==> config.mk <==
export PLATFORM = sky130hd
export DESIGN_NAME = usb_ep_count_arm
export DESIGN_NICKNAME = d
export VERILOG_FILES = /design/src/rtl/usb_epc_pkg.sv /design/src/rtl/epc_count_reg.sv /design/src/rtl/epc_arm.sv /design/src/rtl/epc_dav.sv /design/src/rtl/usb_ep_count_arm.sv
export SDC_FILE = /design/constraint.sdc
export NUM_CORES = 1
export LEC_CHECK = 0
export BUFFER_PORTS_ARGS = -buffer_cell sky130_fd_sc_hd__buf_4
export CORE_UTILIZATION = 55
export CTS_BUF_LIST = sky130_fd_sc_hd__clkbuf_4
export DETAILED_ROUTE_END_ITERATION = 8
export PLACE_DENSITY = 0.83
export SYNTH_ARGS = -nofsm -noshare
export SYNTH_HDL_FRONTEND = slang
export SYNTH_HIERARCHICAL = 1
export SYNTH_SLANG_ARGS = --single-unit
==> constraint.sdc <==
create_clock -name clk -period 2.2 [get_ports clk]
set_input_delay 0.22 -clock clk [delete_from_list [all_inputs] [get_ports clk]]
set_output_delay 0.22 -clock clk [all_outputs]
set_load 0.03 [all_outputs]
==> src/rtl/usb_epc_pkg.sv <==
// Package: shared constants and helpers for the endpoint byte-count block.
// Assumes: maximum packet length fits in CNT_W bits.
package usb_epc_pkg;
    localparam int ADDR_W  = 5;
    localparam int DATA_W  = 8;
    localparam int CNT_W   = 7;
    localparam int MAX_PKT = 64;

    localparam logic [ADDR_W-1:0] A_EP0_CNT = 5'h0B;
    localparam logic [ADDR_W-1:0] A_EP1_CNT = 5'h0C;
    localparam logic [ADDR_W-1:0] A_EP2_CNT = 5'h0D;
    localparam logic [ADDR_W-1:0] A_FLAGS   = 5'h0E;
    localparam logic [ADDR_W-1:0] A_IEN     = 5'h0F;

    // Bit position of the sticky length error in the flag register.
    localparam int ERR_BIT = DATA_W - 1;
endpackage

==> src/rtl/epc_count_reg.sv <==
// Module: one byte-count register.
// A CPU write stores the value, clamped to MAX_PKT, and flags an oversize value.
// A hardware load stores a received length. The CPU write takes priority.
// Assumes: hw_cnt never exceeds MAX_PKT.
module epc_count_reg #(
    parameter int DW      = 8,
    parameter int CNT_W   = 7,
    parameter int MAX_PKT = 64
) (
    input  logic             clk,
    input  logic             rst_n,
    input  logic             cpu_wr,
    input  logic [DW-1:0]    cpu_wdata,
    input  logic             hw_ld,
    input  logic [CNT_W-1:0] hw_cnt,
    output logic [CNT_W-1:0] cnt,
    output logic             len_err
);
    localparam logic [DW-1:0]    LIM_W = DW'(MAX_PKT);
    localparam logic [CNT_W-1:0] LIM_C = CNT_W'(MAX_PKT);

    logic             oversize;
    logic [CNT_W-1:0] wr_val;

    // Clamp the CPU value and report an illegal length.
    always_comb begin
        oversize = cpu_wdata > LIM_W;
        wr_val   = oversize ? LIM_C : cpu_wdata[CNT_W-1:0];
        len_err  = cpu_wr && oversize;
    end

    // Count storage: the CPU write wins over the hardware load.
    always_ff @(posedge clk) begin
        if (!rst_n)      cnt <= '0;
        else if (cpu_wr) cnt <= wr_val;
        else if (hw_ld)  cnt <= hw_cnt;
    end

    // a stored count never exceeds the maximum packet length.
    a_r4_count_capped: assert property (@(posedge clk) disable iff (!rst_n)
        cnt <= LIM_C);
    // a hardware load with no CPU write lands in the register.
    a_r7_hw_load: assert property (@(posedge clk) disable iff (!rst_n)
        hw_ld && !cpu_wr |=> cnt == $past(hw_cnt));
endmodule

==> src/rtl/epc_arm.sv <==
// Module: armed flag of one IN endpoint.
// Set by a CPU count write, cleared by the host ACK of the IN packet.
// Assumes: when both happen in one cycle, the new write re-arms the endpoint.
module epc_arm (
    input  logic clk,
    input  logic rst_n,
    input  logic arm,
    input  logic done,
    output logic armed
);
    // Arm state: arm wins over done.
    always_ff @(posedge clk) begin
        if (!rst_n)    armed <= 1'b0;
        else if (arm)  armed <= 1'b1;
        else if (done) armed <= 1'b0;
    end

    a_r3_arm_sets: assert property (@(posedge clk) disable iff (!rst_n)
        arm |=> armed);
    a_r6_done_clears: assert property (@(posedge clk) disable iff (!rst_n)
        done && !arm |=> !armed);
endmodule

==> src/rtl/epc_dav.sv <==
// Module: data-available flag of one OUT endpoint.
// Set by an ACKed OUT packet and cleared when the CPU writes a one to it.
// Assumes: set is only raised while the flag is clear.
module epc_dav (
    input  logic clk,
    input  logic rst_n,
    input  logic set,
    input  logic clr,
    output logic flag
);
    // Flag state: a set wins over a clear.
    always_ff @(posedge clk) begin
        if (!rst_n)   flag <= 1'b0;
        else if (set) flag <= 1'b1;
        else if (clr) flag <= 1'b0;
    end

    a_r7_set_flag: assert property (@(posedge clk) disable iff (!rst_n)
        set |=> flag);
    a_r9_clear_flag: assert property (@(posedge clk) disable iff (!rst_n)
        clr && !set |=> !flag);
    a_r8_no_set_when_full: assert property (@(posedge clk) disable iff (!rst_n)
        flag |-> !set);
endmodule

==> src/rtl/usb_ep_count_arm.sv <==
// Module: CPU-visible byte-count and arming logic for three USB endpoints.
// Endpoint 0 is bidirectional with one shared count register, endpoint 1 is
// OUT only and endpoint 2 is IN only. Decodes the register bus, answers IN and
// OUT tokens and drives a registered interrupt.
// Assumes: out_cnt <= MAX_PKT whenever out_ok is high.
module usb_ep_count_arm
    import usb_epc_pkg::*;
(
    input  logic              clk,
    input  logic              rst_n,
    input  logic [ADDR_W-1:0] bus_addr,
    input  logic              bus_wr,
    input  logic              bus_rd,
    input  logic [DATA_W-1:0] bus_wdata,
    output logic [DATA_W-1:0] bus_rdata,
    input  logic [1:0]        in_req,
    input  logic [1:0]        in_done,
    output logic [1:0]        in_data,
    output logic [1:0]        in_nak,
    input  logic [1:0]        out_ok,
    input  logic [CNT_W-1:0]  out_cnt,
    output logic [1:0]        out_ack,
    output logic [1:0]        out_nak,
    output logic [1:0]        armed,
    output logic [1:0]        dav,
    output logic              irq
);
    localparam int N_IN  = 2;
    localparam int N_OUT = 2;
    localparam int PAD_W = DATA_W - CNT_W;

    logic                 wr_ep0, wr_ep2, wr_flags, wr_ien;
    logic [CNT_W-1:0]     cnt0, cnt1, cnt2;
    logic [1:0]           len_err;
    logic                 err_q;
    logic [N_OUT-1:0]     ien_q;
    logic [N_IN-1:0]      arm_req;
    logic [N_OUT-1:0]     dav_clr;
    logic                 irq_q;

    // Write strobe decode.
    always_comb begin
        wr_ep0   = bus_wr && (bus_addr == A_EP0_CNT);
        wr_ep2   = bus_wr && (bus_addr == A_EP2_CNT);
        wr_flags = bus_wr && (bus_addr == A_FLAGS);
        wr_ien   = bus_wr && (bus_addr == A_IEN);
        arm_req  = {wr_ep2, wr_ep0};
        dav_clr  = {N_OUT{wr_flags}} & bus_wdata[N_OUT-1:0];
    end

    // OUT handshake: ACK only into an empty endpoint not being written by the CPU.
    always_comb begin
        out_ack[0] = out_ok[0] && !dav[0] && !wr_ep0;
        out_ack[1] = out_ok[1] && !dav[1];
        out_nak    = out_ok & ~out_ack;
    end

    // IN handshake: data when armed, NAK otherwise.
    always_comb begin
        in_data = in_req & armed;
        in_nak  = in_req & ~armed;
    end

    epc_count_reg #(.DW(DATA_W), .CNT_W(CNT_W), .MAX_PKT(MAX_PKT)) u_cnt0 (
        .clk(clk), .rst_n(rst_n), .cpu_wr(wr_ep0), .cpu_wdata(bus_wdata),
        .hw_ld(out_ack[0]), .hw_cnt(out_cnt), .cnt(cnt0), .len_err(len_err[0]));

    epc_count_reg #(.DW(DATA_W), .CNT_W(CNT_W), .MAX_PKT(MAX_PKT)) u_cnt1 (
        .clk(clk), .rst_n(rst_n), .cpu_wr(1'b0), .cpu_wdata(bus_wdata),
        .hw_ld(out_ack[1]), .hw_cnt(out_cnt), .cnt(cnt1), .len_err());

    epc_count_reg #(.DW(DATA_W), .CNT_W(CNT_W), .MAX_PKT(MAX_PKT)) u_cnt2 (
        .clk(clk), .rst_n(rst_n), .cpu_wr(wr_ep2), .cpu_wdata(bus_wdata),
        .hw_ld(1'b0), .hw_cnt(out_cnt), .cnt(cnt2), .len_err(len_err[1]));

    for (genvar gi = 0; gi < N_IN; gi++) begin : g_arm
        epc_arm u_arm (.clk(clk), .rst_n(rst_n), .arm(arm_req[gi]),
                       .done(in_done[gi]), .armed(armed[gi]));
    end

    for (genvar go = 0; go < N_OUT; go++) begin : g_dav
        epc_dav u_dav (.clk(clk), .rst_n(rst_n), .set(out_ack[go]),
                       .clr(dav_clr[go]), .flag(dav[go]));
    end

    // Sticky length error: a new error wins over a clear.
    always_ff @(posedge clk) begin
        if (!rst_n)                              err_q <= 1'b0;
        else if (|len_err)                       err_q <= 1'b1;
        else if (wr_flags && bus_wdata[ERR_BIT]) err_q <= 1'b0;
    end

    // Interrupt enable register.
    always_ff @(posedge clk) begin
        if (!rst_n)      ien_q <= '0;
        else if (wr_ien) ien_q <= bus_wdata[N_OUT-1:0];
    end

    // Registered interrupt from enabled flags.
    always_ff @(posedge clk) begin
        if (!rst_n) irq_q <= 1'b0;
        else        irq_q <= |(dav & ien_q);
    end
    assign irq = irq_q;

    // Read multiplexer; unmapped addresses read zero.
    always_comb begin
        bus_rdata = '0;
        if (bus_rd) begin
            case (bus_addr)
                A_EP0_CNT: bus_rdata = {{PAD_W{1'b0}}, cnt0};
                A_EP1_CNT: bus_rdata = {{PAD_W{1'b0}}, cnt1};
                A_EP2_CNT: bus_rdata = {{PAD_W{1'b0}}, cnt2};
                A_FLAGS: begin
                    bus_rdata[N_OUT-1:0] = dav;
                    bus_rdata[ERR_BIT]   = err_q;
                end
                A_IEN:     bus_rdata[N_OUT-1:0] = ien_q;
                default:   bus_rdata = '0;
            endcase
        end
    end

    // a NAKed OUT leaves the endpoint 0 count alone.
    a_r8_ep0_count_held: assert property (@(posedge clk) disable iff (!rst_n)
        out_ok[0] && dav[0] && !wr_ep0 |=> $stable(cnt0));
    // endpoint 1 count moves only on an ACKed OUT.
    a_r11_ep1_cpu_ignored: assert property (@(posedge clk) disable iff (!rst_n)
        !out_ack[1] |=> $stable(cnt1));
    // an interrupt never rises without a pending flag.
    a_r10_irq_has_source: assert property (@(posedge clk) disable iff (!rst_n)
        $rose(irq) |-> $past(dav != 2'b00));
    // a CPU write to endpoint 0 blocks the OUT ACK in that cycle.
    a_r12_cpu_beats_out: assert property (@(posedge clk) disable iff (!rst_n)
        wr_ep0 |-> !out_ack[0]);
    // an IN request is answered exactly once.
    a_r5_in_answered: assert property (@(posedge clk) disable iff (!rst_n)
        in_req[0] |-> $countones({in_data[0], in_nak[0]}) == 1);
endmodule

Word-level counts from Yosys, hierarchy flattened
Cells that the tools add are included.
{"block": "totals", "regBits": 29, "input_bits": 30, "output_inout_bits": 21}
{"block": "op_classes", "eq_ne": 5, "n_reduce_logical": 21, "muxes": 17, "bitwise": 7, "magnitude_cmp": 1}
{"op": "equality test 5 x 4 -> 1 bit (second input constant)", "count": 5}
{"op": "2-to-1 mux 7 bit", "count": 3}
{"op": "case mux 5 bit (3 select lines)", "count": 1}
{"op": "nonzero test 2 bit", "count": 6}
{"op": "2-to-1 mux 1 bit", "count": 11}
{"op": "bitwise AND 2 bit", "count": 5}
{"op": "logical AND 1 bit", "count": 10}
{"op": "case mux 2 bit (5 select lines)", "count": 1}
{"op": "> comparator 8 x 7 -> 1 bit (second input constant)", "count": 1}
{"op": "2-to-1 mux 8 bit", "count": 1}
{"op": "inverter 2 bit", "count": 2}
{"op": "OR reduction 2 bit", "count": 2}
{"op": "zero test 1 bit", "count": 3}

Depth between registers and ports, before layout
Gate-level depths: netlist of run 1.
{"block": "logic_depth", "depth_word": 6, "mapped_depth": 9, "depth_no_buf": 7}

Hierarchy
The synthesis of run 1 kept the hierarchy.
{"module": "epc_count_reg", "area_per_inst_um2": 424.2, "instances": 3, "cells_per_inst": 36}
{"module": "usb_ep_count_arm", "area_per_inst_um2": 520.5, "instances": 1, "cells_per_inst": 68}
{"module": "epc_arm", "area_per_inst_um2": 41.3, "instances": 2, "cells_per_inst": 3}
{"module": "epc_dav", "area_per_inst_um2": 41.3, "instances": 2, "cells_per_inst": 3}

Worst setup path before layout of run 1
OpenSTA, ideal clock, no wires.
{"block": "synth_path", "kind": "input port to flip-flop", "startpoint": "input bus_addr[1]", "endpoint": "register u_cnt0.cnt[2]", "path_stages": 9, "setup_slack_ps": 219, "t_required_ps": 2076, "path_buffers": 2, "t_arrival_ps": 1858, "cell_sequence": "buf_4 -> nand2_1 -> nor3b_2 -> a21oi_1 -> and2_1 -> buf_6 -> mux2_4 -> mux2i_1 -> nor2_1"}
{"block": "synth_between", "elab_chain_len": 5, "elab_cells_between_ends": 6, "classes_between": "eq/ne (1); mux (1); reduce/logical (4)"}
{"element": "from (decl)", "line_no": "usb_ep_count_arm.sv:11", "source": "input logic [ADDR_W-1:0] bus_addr,"}
{"element": "equality test 5 x 4 -> 1 bit", "line_no": "usb_ep_count_arm.sv:43", "source": "wr_ep0 = bus_wr && (bus_addr == A_EP0_CNT);"}
{"element": "logical AND 1 bit", "line_no": "usb_ep_count_arm.sv:43"}
{"element": "zero test 1 bit", "line_no": "usb_ep_count_arm.sv:53", "source": "out_ack[0] = out_ok[0] && !dav[0] && !wr_ep0;"}
{"element": "logical AND 1 bit", "line_no": "usb_ep_count_arm.sv:53"}
{"element": "net out_ack[0]", "line_no": "usb_ep_count_arm.sv:22", "source": "output logic [1:0] out_ack,"}
{"element": "nonzero test 2 bit (no source line)"}
{"element": "to (signal assigned)", "line_no": "epc_count_reg.sv:35", "source": "else if (cpu_wr) cnt <= wr_val;"}
{"element": "to (signal assigned)", "line_no": "epc_count_reg.sv:36", "source": "else if (hw_ld) cnt <= hw_cnt;"}
{"element": "to (decl)", "line_no": "epc_count_reg.sv:16", "source": "output logic [CNT_W-1:0] cnt,"}
The timed path passes the listed nets, and every way through them passes these cells.
A chain may end at the register's enable or synchronous reset.

Final worst setup path of run 1
{"block": "layout_path", "startpoint": "register g_dav[1].u_dav.flag", "endpoint": "output bus_rdata[1]"}
{"block": "layout_between", "elab_chain_len": 2}
{"element": "from (decl)", "line_no": "epc_dav.sv:9", "source": "output logic flag"}
{"element": "from (signal assigned)", "line_no": "epc_dav.sv:13", "source": "if (!rst_n) flag <= 1'b0;"}
{"element": "from (signal assigned)", "line_no": "epc_dav.sv:14", "source": "else if (set) flag <= 1'b1;"}
{"element": "from (signal assigned)", "line_no": "epc_dav.sv:15", "source": "else if (clr) flag <= 1'b0;"}
{"element": "case mux 2 bit (5 select lines)", "line_no": "usb_ep_count_arm.sv:110", "source": "case (bus_addr)"}
{"element": "2-to-1 mux 8 bit", "line_no": "usb_ep_count_arm.sv:109", "source": "if (bus_rd) begin"}
{"element": "to (decl)", "line_no": "usb_ep_count_arm.sv:15", "source": "output logic [DATA_W-1:0] bus_rdata,"}
No other way between the ends.

==> results of run 1 <==
[final cells by class]
class	count	area [sq um]	share of cell area (%)
clock buffer	5	37.5	1.57
clock inverter	1	5.00	0.209
multi-input combinational	150	1290	54.0
sequential	29	581	24.3
tap	46	57.6	2.41
timing repair buffer	56	420	17.6
[worst max-delay path: stages, from the launching register on]
cell and delay [ps]:
dfxtp_1 360, mux4_2 470, a22oi_1 170, nor2_1 60, buf_4 170
[layer usage]
layer,wire length [um],vias to the layer above,global-route usage [%]
met1,1970,762,32.8
li1,-,786,-
met4,117,0,12.7
met3,289,12,8.19
met5,0,-,0
met2,2020,52,38.7
[stage by stage]
stage	worst slack [ps]	instance area, sq um	instances	util (%)	power [mW]
final	420	2390	287	71.1	1.17
after global routing	327	2390	287	71.1	1.23
after CTS	411	2390	287	71.1	1.17
after detailed placement	408	2350	281	69.9	0.888
after global placement	450	2350	281	69.9	0.882
after floorplan	219	1950	187	-	0.776
[placed cells by master (no fill, tap or decap)]
cell and instances:
nor2b_4 4, o211ai_1 1, a32oi_1 1, and3b_1 1, nand2_1 4, dfxtp_1 29
nor2b_1 6, nand3_1 3, nand3b_1 2, and2_1 11, o21ai_0 6, clkinv_2 1
mux2_4 18, mux2_2 5, o31a_1 1, a21oi_1 4, o21ai_2 3, mux4_2 1
mux2i_1 23, nand4b_1 1, a22oi_1 7, conb_1 2, and3_1 2, o21a_1 4
a21boi_1 1, nor2_1 26, clkbuf_4 5, nor4b_2 3, buf_4 56, nor3b_2 1
nor3_1 2, a22oi_2 3, nor4_4 3, and4b_1 1
[power groups by stage]
stage,clock (mW),combinational (mW),sequential (mW)
after detailed placement,0,0.304,0.585
after floorplan,0,0.190,0.585
after global placement,0,0.297,0.585
after global routing,0.327,0.330,0.577
after CTS,0.296,0.304,0.573
final,0.291,0.307,0.574
[sequential cells by signal (all words and copies together), names as in the netlist]
signal and count:
ien_q 2, irq 1, u_cnt0/cnt 7, err_q 1
g_dav.u_dav/flag 2, u_cnt2/cnt 7, g_arm.u_arm/armed 2, u_cnt1/cnt 7
[path summary, 6_finish.rpt]
check / endpoint / cells after the start / startpoint / slack [ps]
worst min register to register: ien_q[1] / 2 / ien_q[1] / 480
worst max register to register: u_cnt0/cnt[2] / 6 / g_dav[0].u_dav/flag / 700
worst max-delay path: bus_rdata[1] / 4 / g_dav[1].u_dav/flag / 420
worst min-delay path: g_arm[1].u_arm/armed / 3 / in_done[1] / 200
==> flow_summary.ini, run 1 <==
[pwr]
p_seq_share_pct = 49.0
netSwitchingFraction_pct = 29.6
p_int_mw = 0.825
p_sw_mw = 0.346
leakage_nw = 1.00
pwr-share-comb_pct = 26.2
ir_drop_uv = 327
clockPowerShare_pct = 24.8
power.density_nw_per_um2 = 490

[clock_tree]
clk_path_buf_depth = 2
cts_made_buffers = 5
cts_resized = 0
hold_buffers = 0
post-cts-setup-buffer-count = 0
clk_pin_slew_worst_paths_ps = 90
numClockSinks = 29
clock_latency_ps = 340
cts-root-buf = clkbuf_4
cts_tree = built
htreeDepth = 2

[timing]
setup_viol = 0
min_period_ps = 1780
rsz0062_at_grt = no
timing.final.max_slew_violations = 0
hold_viol = 0
skew_ps = 8.77
max_freq_ghz = 0.562
finalCritPeriodShare_pct = 80.9
hold_slack_ps = 204
fin_setup_tns_ps = 0

[routing]
wl_um = 4400
wl_per_cell_um = 15.3
drc_errors = 0
drtIter0Drc = 49
dr_total_vias = 1612
drt_pass1_iterations = 4
viasPerCell = 5.62
drtAntennaViolNets = 0

[global_routing]
grt_pass1_wl_um = 6870
overflow = 0
grt_max_degree = 20
track_usage_pct = 25.6
antenna_found_initial = 0
grt_pass1_vias = 1428

[logic_synthesis]
syn_area_sq_um = 1950
synth_area_per_cell_sq_um = 10.5
ys_warn_count = 6
synthCells = 186

[critical_path]
startpoint_type = flip-flop
path_class = flip-flop to output pin
crit_fanout = 6
arrival_ps = 1560
cp-end-kind = output pin
crit_required_ps = 1980

[place]
place_congestion = 0.766
place_hpwl_um = 3260
portBuffers = 50

[floorplanning]
die_area_sq_um = 3780
die_h_um = 61.5
io_pins = 51
std_cell_rows = 21
core_sq_um = 3360
die_w_um = 61.5
start_util_pct = 57.9

[layout]
drive_gt1_share_pct = 42.7
areaGrowthSynthToFinish_pct = 22.8
fillerInstances = 270
fin_nets = 272
antenna_cells = 0

[job]
drv_cap = 0

[hold_path]
hold_path_class = input pin to flip-flop

[run_status]
outcome = complete, no violations
Note: power is estimated with default switching activity, not from simulation.
==> run 2, diff against run 1 <==
Settings changed: CORE_UTILIZATION 55 to 49, PLACE_DENSITY 0.83 to 0.78.
Clock period 2.2 ns to 1.6 ns, I/O delays scaled along.
==> flow_summary.ini, run 2 (same netlist as run 1, synthesis figures left out) <==
[run_status]
outcome = complete, but fails checks
violations = setup timing

[timing]
rsz0062_at_grt = yes
max_freq_ghz = 0.598
finalCritPeriodShare_pct = 104
setup_ws_ps = -71.8
fin_setup_tns_ps = -71.8
timing.final.max_slew_violations = 0
hold_viol = 0
setup_viol = 1
min_period_ps = 1670
skew_ps = 6.73
hold_slack_ps = 141

[layout]
ff_latch_area_sq_um = 587
fillerInstances = 318
fin_cells = 295
final_cell_mix = buf_4, nor2_1, dfxtp_1, mux2i_1, mux2_4
stdcell_area_sq_um = 2480
antenna_cells = 0
top_regs = u_cnt0/cnt (7), u_cnt1/cnt (7), u_cnt2/cnt (7)
multiInputGateArea_sq_um = 1330
final_util_pct = 66.4
drive_gt1_share_pct = 47.4
areaGrowthSynthToFinish_pct = 27.6
mostFrequentLayoutCell = buf_4
fin_nets = 277

[critical_path]
cp-end-kind = output pin
cp_cell_sequence = mux4_2, a22oi_2, nor2_1, buf_4
crit_required_ps = 1440
path_class = flip-flop to output pin
arrival_ps = 1510
cpMaxStageDelayCell = mux4_2
max_stage_delay_ps = 460
crit_fanout = 2
startpoint_type = flip-flop

[floorplanning]
start_util_pct = 52.0
io_pins = 51
die_w_um = 65.1
die_h_um = 65.1
std_cell_rows = 22
die_area_sq_um = 4230
core_sq_um = 3740

[clock_tree]
cts_made_buffers = 5
clock_latency_ps = 330
clk_pin_slew_worst_paths_ps = 90
htreeDepth = 2
hold_buffers = 0
clk_path_buf_depth = 2
numClockSinks = 29
cts-root-buf = clkbuf_4
cts_tree = built

[place]
postPlaceCellArea_sq_um = 2400
place_congestion = 0.822
dp_slack_ps = -26.3
dp_cells = 285
place_hpwl_um = 3600
portBuffers = 50

[global_routing]
overflow = 0
grt_pass1_vias = 1559
grt_pass1_wl_um = 7840
antenna_found_initial = 0
grt_max_degree = 20
track_usage_pct = 25.2

[routing]
drc_errors = 0
wl_um = 4860
drtIter0Drc = 81
drtAntennaViolNets = 0
drt_pass1_iterations = 4
viasPerCell = 5.54
wl_per_cell_um = 16.5
dr_total_vias = 1634

[pwr]
ir_drop_uv = 478
leakage_nw = 1.06
p_total_mw = 1.67
power.density_nw_per_um2 = 670

[job]
drv_cap = 0

[hold_path]
hold_path_class = input pin to flip-flop
## run 2: cell count changes in the layout (fill, tap and decap cells not counted), moves of 2 or more
cell,delta
dfxtp_2,+2
nor2b_4,+2
dfxtp_1,-3
buf_4,+5
nor2b_1,-2
## run 2: final timing paths
path / startpoint / slack (ps) / depth (start not counted) / endpoint
setup / recovery: g_dav[1].u_dav/flag / -70 / 4 / bus_rdata[1]
hold / removal: in_done[1] / 140 / 3 / g_arm[1].u_arm/armed
setup reg to reg: g_dav[1].u_dav/flag / 140 / 6 / u_cnt1/cnt[5]
hold reg to reg: ien_q[1] / 470 / 2 / ien_q[1]
## run 2: metal layers
metal	up-vias	track usage (%)	wire length [um]
li1	791	-	-
met4	0	8.97	65
met3	6	5.11	281
met1	778	30.3	2140
met2	59	44.0	2370
met5	-	0	0
## run 2: layout make-up
cell class / count / area share (%)
Clock buffer: 6 / 1.81
Tap cell: 48 / 2.42
Timing Repair Buffer: 61 / 18.4
Sequential cell: 29 / 23.6
Clock inverter: 1 / 0.151
Multi-Input combinational cell: 150 / 53.6
## run 2: repair_timing
action,CTS,global route
gates resized for setup,4,2
pin swaps,1,0
setup endpoints to repair,1,3
buffers inserted,1,2
## run 2: critical path, delay by kind of cell, from the launching register on
kind | cells | cell delay (ps)
AO/OA/AOI/OAI | 1 | 130
buffers and inverters | 1 | 170
flip-flops | 1 | 350
multiplexers | 1 | 460
AND/OR/NAND/NOR | 1 | 60
## run 2: where the power goes
| group | total (mW) | internal [mW] | switching, mW |
|---|---|---|---|
| logic | 0.452 | 0.236 | 0.216 |
| clock network | 0.426 | 0.176 | 0.250 |
| registers | 0.787 | 0.762 | 0.0250 |
| total | 1.67 | 1.17 | 0.491 |
==> run 3, diff against run 2 <==
==> constraint.sdc (replaced) <==
create_clock -name clk -period 1.6 [get_ports clk]
set_input_delay 0.16 -clock clk [delete_from_list [all_inputs] [get_ports clk]]
set_output_delay 0.16 -clock clk [all_outputs]
set_load 0.02 [all_outputs]
==> flow_summary.ini, run 3 (same netlist as run 1, synthesis figures left out) <==
[place]
portBuffers = 50
dp_cells = 285
place_hpwl_um = 3540
place_congestion = 0.785
postPlaceCellArea_sq_um = 2400

[pwr]
p_total_mw = 1.69
power.density_nw_per_um2 = 682
ir_drop_uv = 454
leakage_nw = 1.06

[critical_path]
crit_fanout = 2
cp-end-kind = output pin
path_class = flip-flop to output pin
cpLargestDelayFamily = multiplexers
crit_required_ps = 1440
startpoint_type = flip-flop
crit_buf_inv = 1
max_stage_delay_ps = 460
cp_cell_sequence = mux4_2, a22oi_2, nor2_1, buf_4
cpMaxStageDelayCell = mux4_2
arrival_ps = 1500

[job]
drv_cap = 0

[global_routing]
antenna_found_initial = 0
overflow = 0
track_usage_pct = 24.3
grt_max_degree = 20
grt_pass1_vias = 1495
grt_pass1_wl_um = 7580

[clock_tree]
numClockSinks = 29
hold_buffers = 0
htreeDepth = 2
clk_path_buf_depth = 2
cts_made_buffers = 5
clk_pin_slew_worst_paths_ps = 90
cts_tree = built
clock_latency_ps = 330
cts-root-buf = clkbuf_4

[layout]
stdcell_area_sq_um = 2480
final_cell_mix = buf_4, nor2_1, dfxtp_1, mux2i_1, mux2_4
top_regs = u_cnt0/cnt (7), u_cnt1/cnt (7), u_cnt2/cnt (7)
fin_cells = 295
areaGrowthSynthToFinish_pct = 27.5
fin_nets = 276
antenna_cells = 0
mostFrequentLayoutCell = buf_4
final_util_pct = 66.3
drive_gt1_share_pct = 47.8

[timing]
timing.final.max_slew_violations = 0
hold_slack_ps = 133
min_period_ps = 1660
setup_viol = 1
setup_ws_ps = -56.4
skew_ps = 5.87
finalCritPeriodShare_pct = 104
max_freq_ghz = 0.604
hold_viol = 0
rsz0062_at_grt = yes

[floorplanning]
die_w_um = 65.1
die_h_um = 65.1
core_sq_um = 3740
std_cell_rows = 22
die_area_sq_um = 4230
io_pins = 51
start_util_pct = 52.0

[run_status]
violations = setup timing
outcome = complete, but fails checks

[routing]
wl_um = 4770
drtAntennaViolNets = 0
drc_errors = 0
drt_pass1_iterations = 4
drtIter0Drc = 62
dr_total_vias = 1619
viasPerCell = 5.49
wl_per_cell_um = 16.2

[hold_path]
hold_path_class = input pin to flip-flop
-- run 3: final cells by class --
type                    instances  area (sq um)
clock buffers                   8          60.1
fillers                       319          1260
multi-input cells             150          1330
flip-flops and latches         29           587
well taps                      48          60.1
repair buffers                 60           450
-- run 3: path summary, 6_finish.rpt --
path                            start  slack (ps)  cells after the start                    to
hold / removal             in_done[0]         130                      3  g_arm[0].u_arm/armed
hold reg to reg              ien_q[0]         490                      2              ien_q[0]
setup reg to reg  g_dav[1].u_dav/flag         150                      6         u_cnt1/cnt[4]
setup / recovery  g_dav[1].u_dav/flag         -60                      4          bus_rdata[1]
-- run 3: report_power, final --
part | switching [mW] | internal, mW
registers | 0.0239 | 0.762
clock network | 0.252 | 0.226
logic | 0.201 | 0.230
-- run 3: worst min-delay path, delay by kind of cell --
family	cells	cell delay [ps]
and+or+nand+nor	1	30
AOI/OAI and AO/OA	1	150
buffers and inverters	1	90
-- run 3: stage by stage --
step                      setup TNS (ps)  worst slack, ps
after floorplan                        0             2.17
after global placement                 0             64.2
after detailed placement               0             3.60
after CTS                          -59.8            -59.8
after global routing               -99.7            -99.7
final                              -56.4            -56.4
-- run 3: timing repair --
item                                    in CTS  in global routing
endpoints found under the setup margin       1                  2
gates resized for setup                      3                  2
hold endpoints to repair                     0                  0
setup buffers                                2                  0
pin swaps                                    1                  0
-- run 3: per-layer routing --
layer  vias to the layer above  GRT usage (%)  wire [um]  share of wire [%]
met1                       754           31.0       2070                 43
met3                         7           5.99        350                7.3
met2                        62           40.2       2280                 48
li1                        796              -          -                  -
met5                         -              0          0                  0
met4                         0           6.79         61                1.3
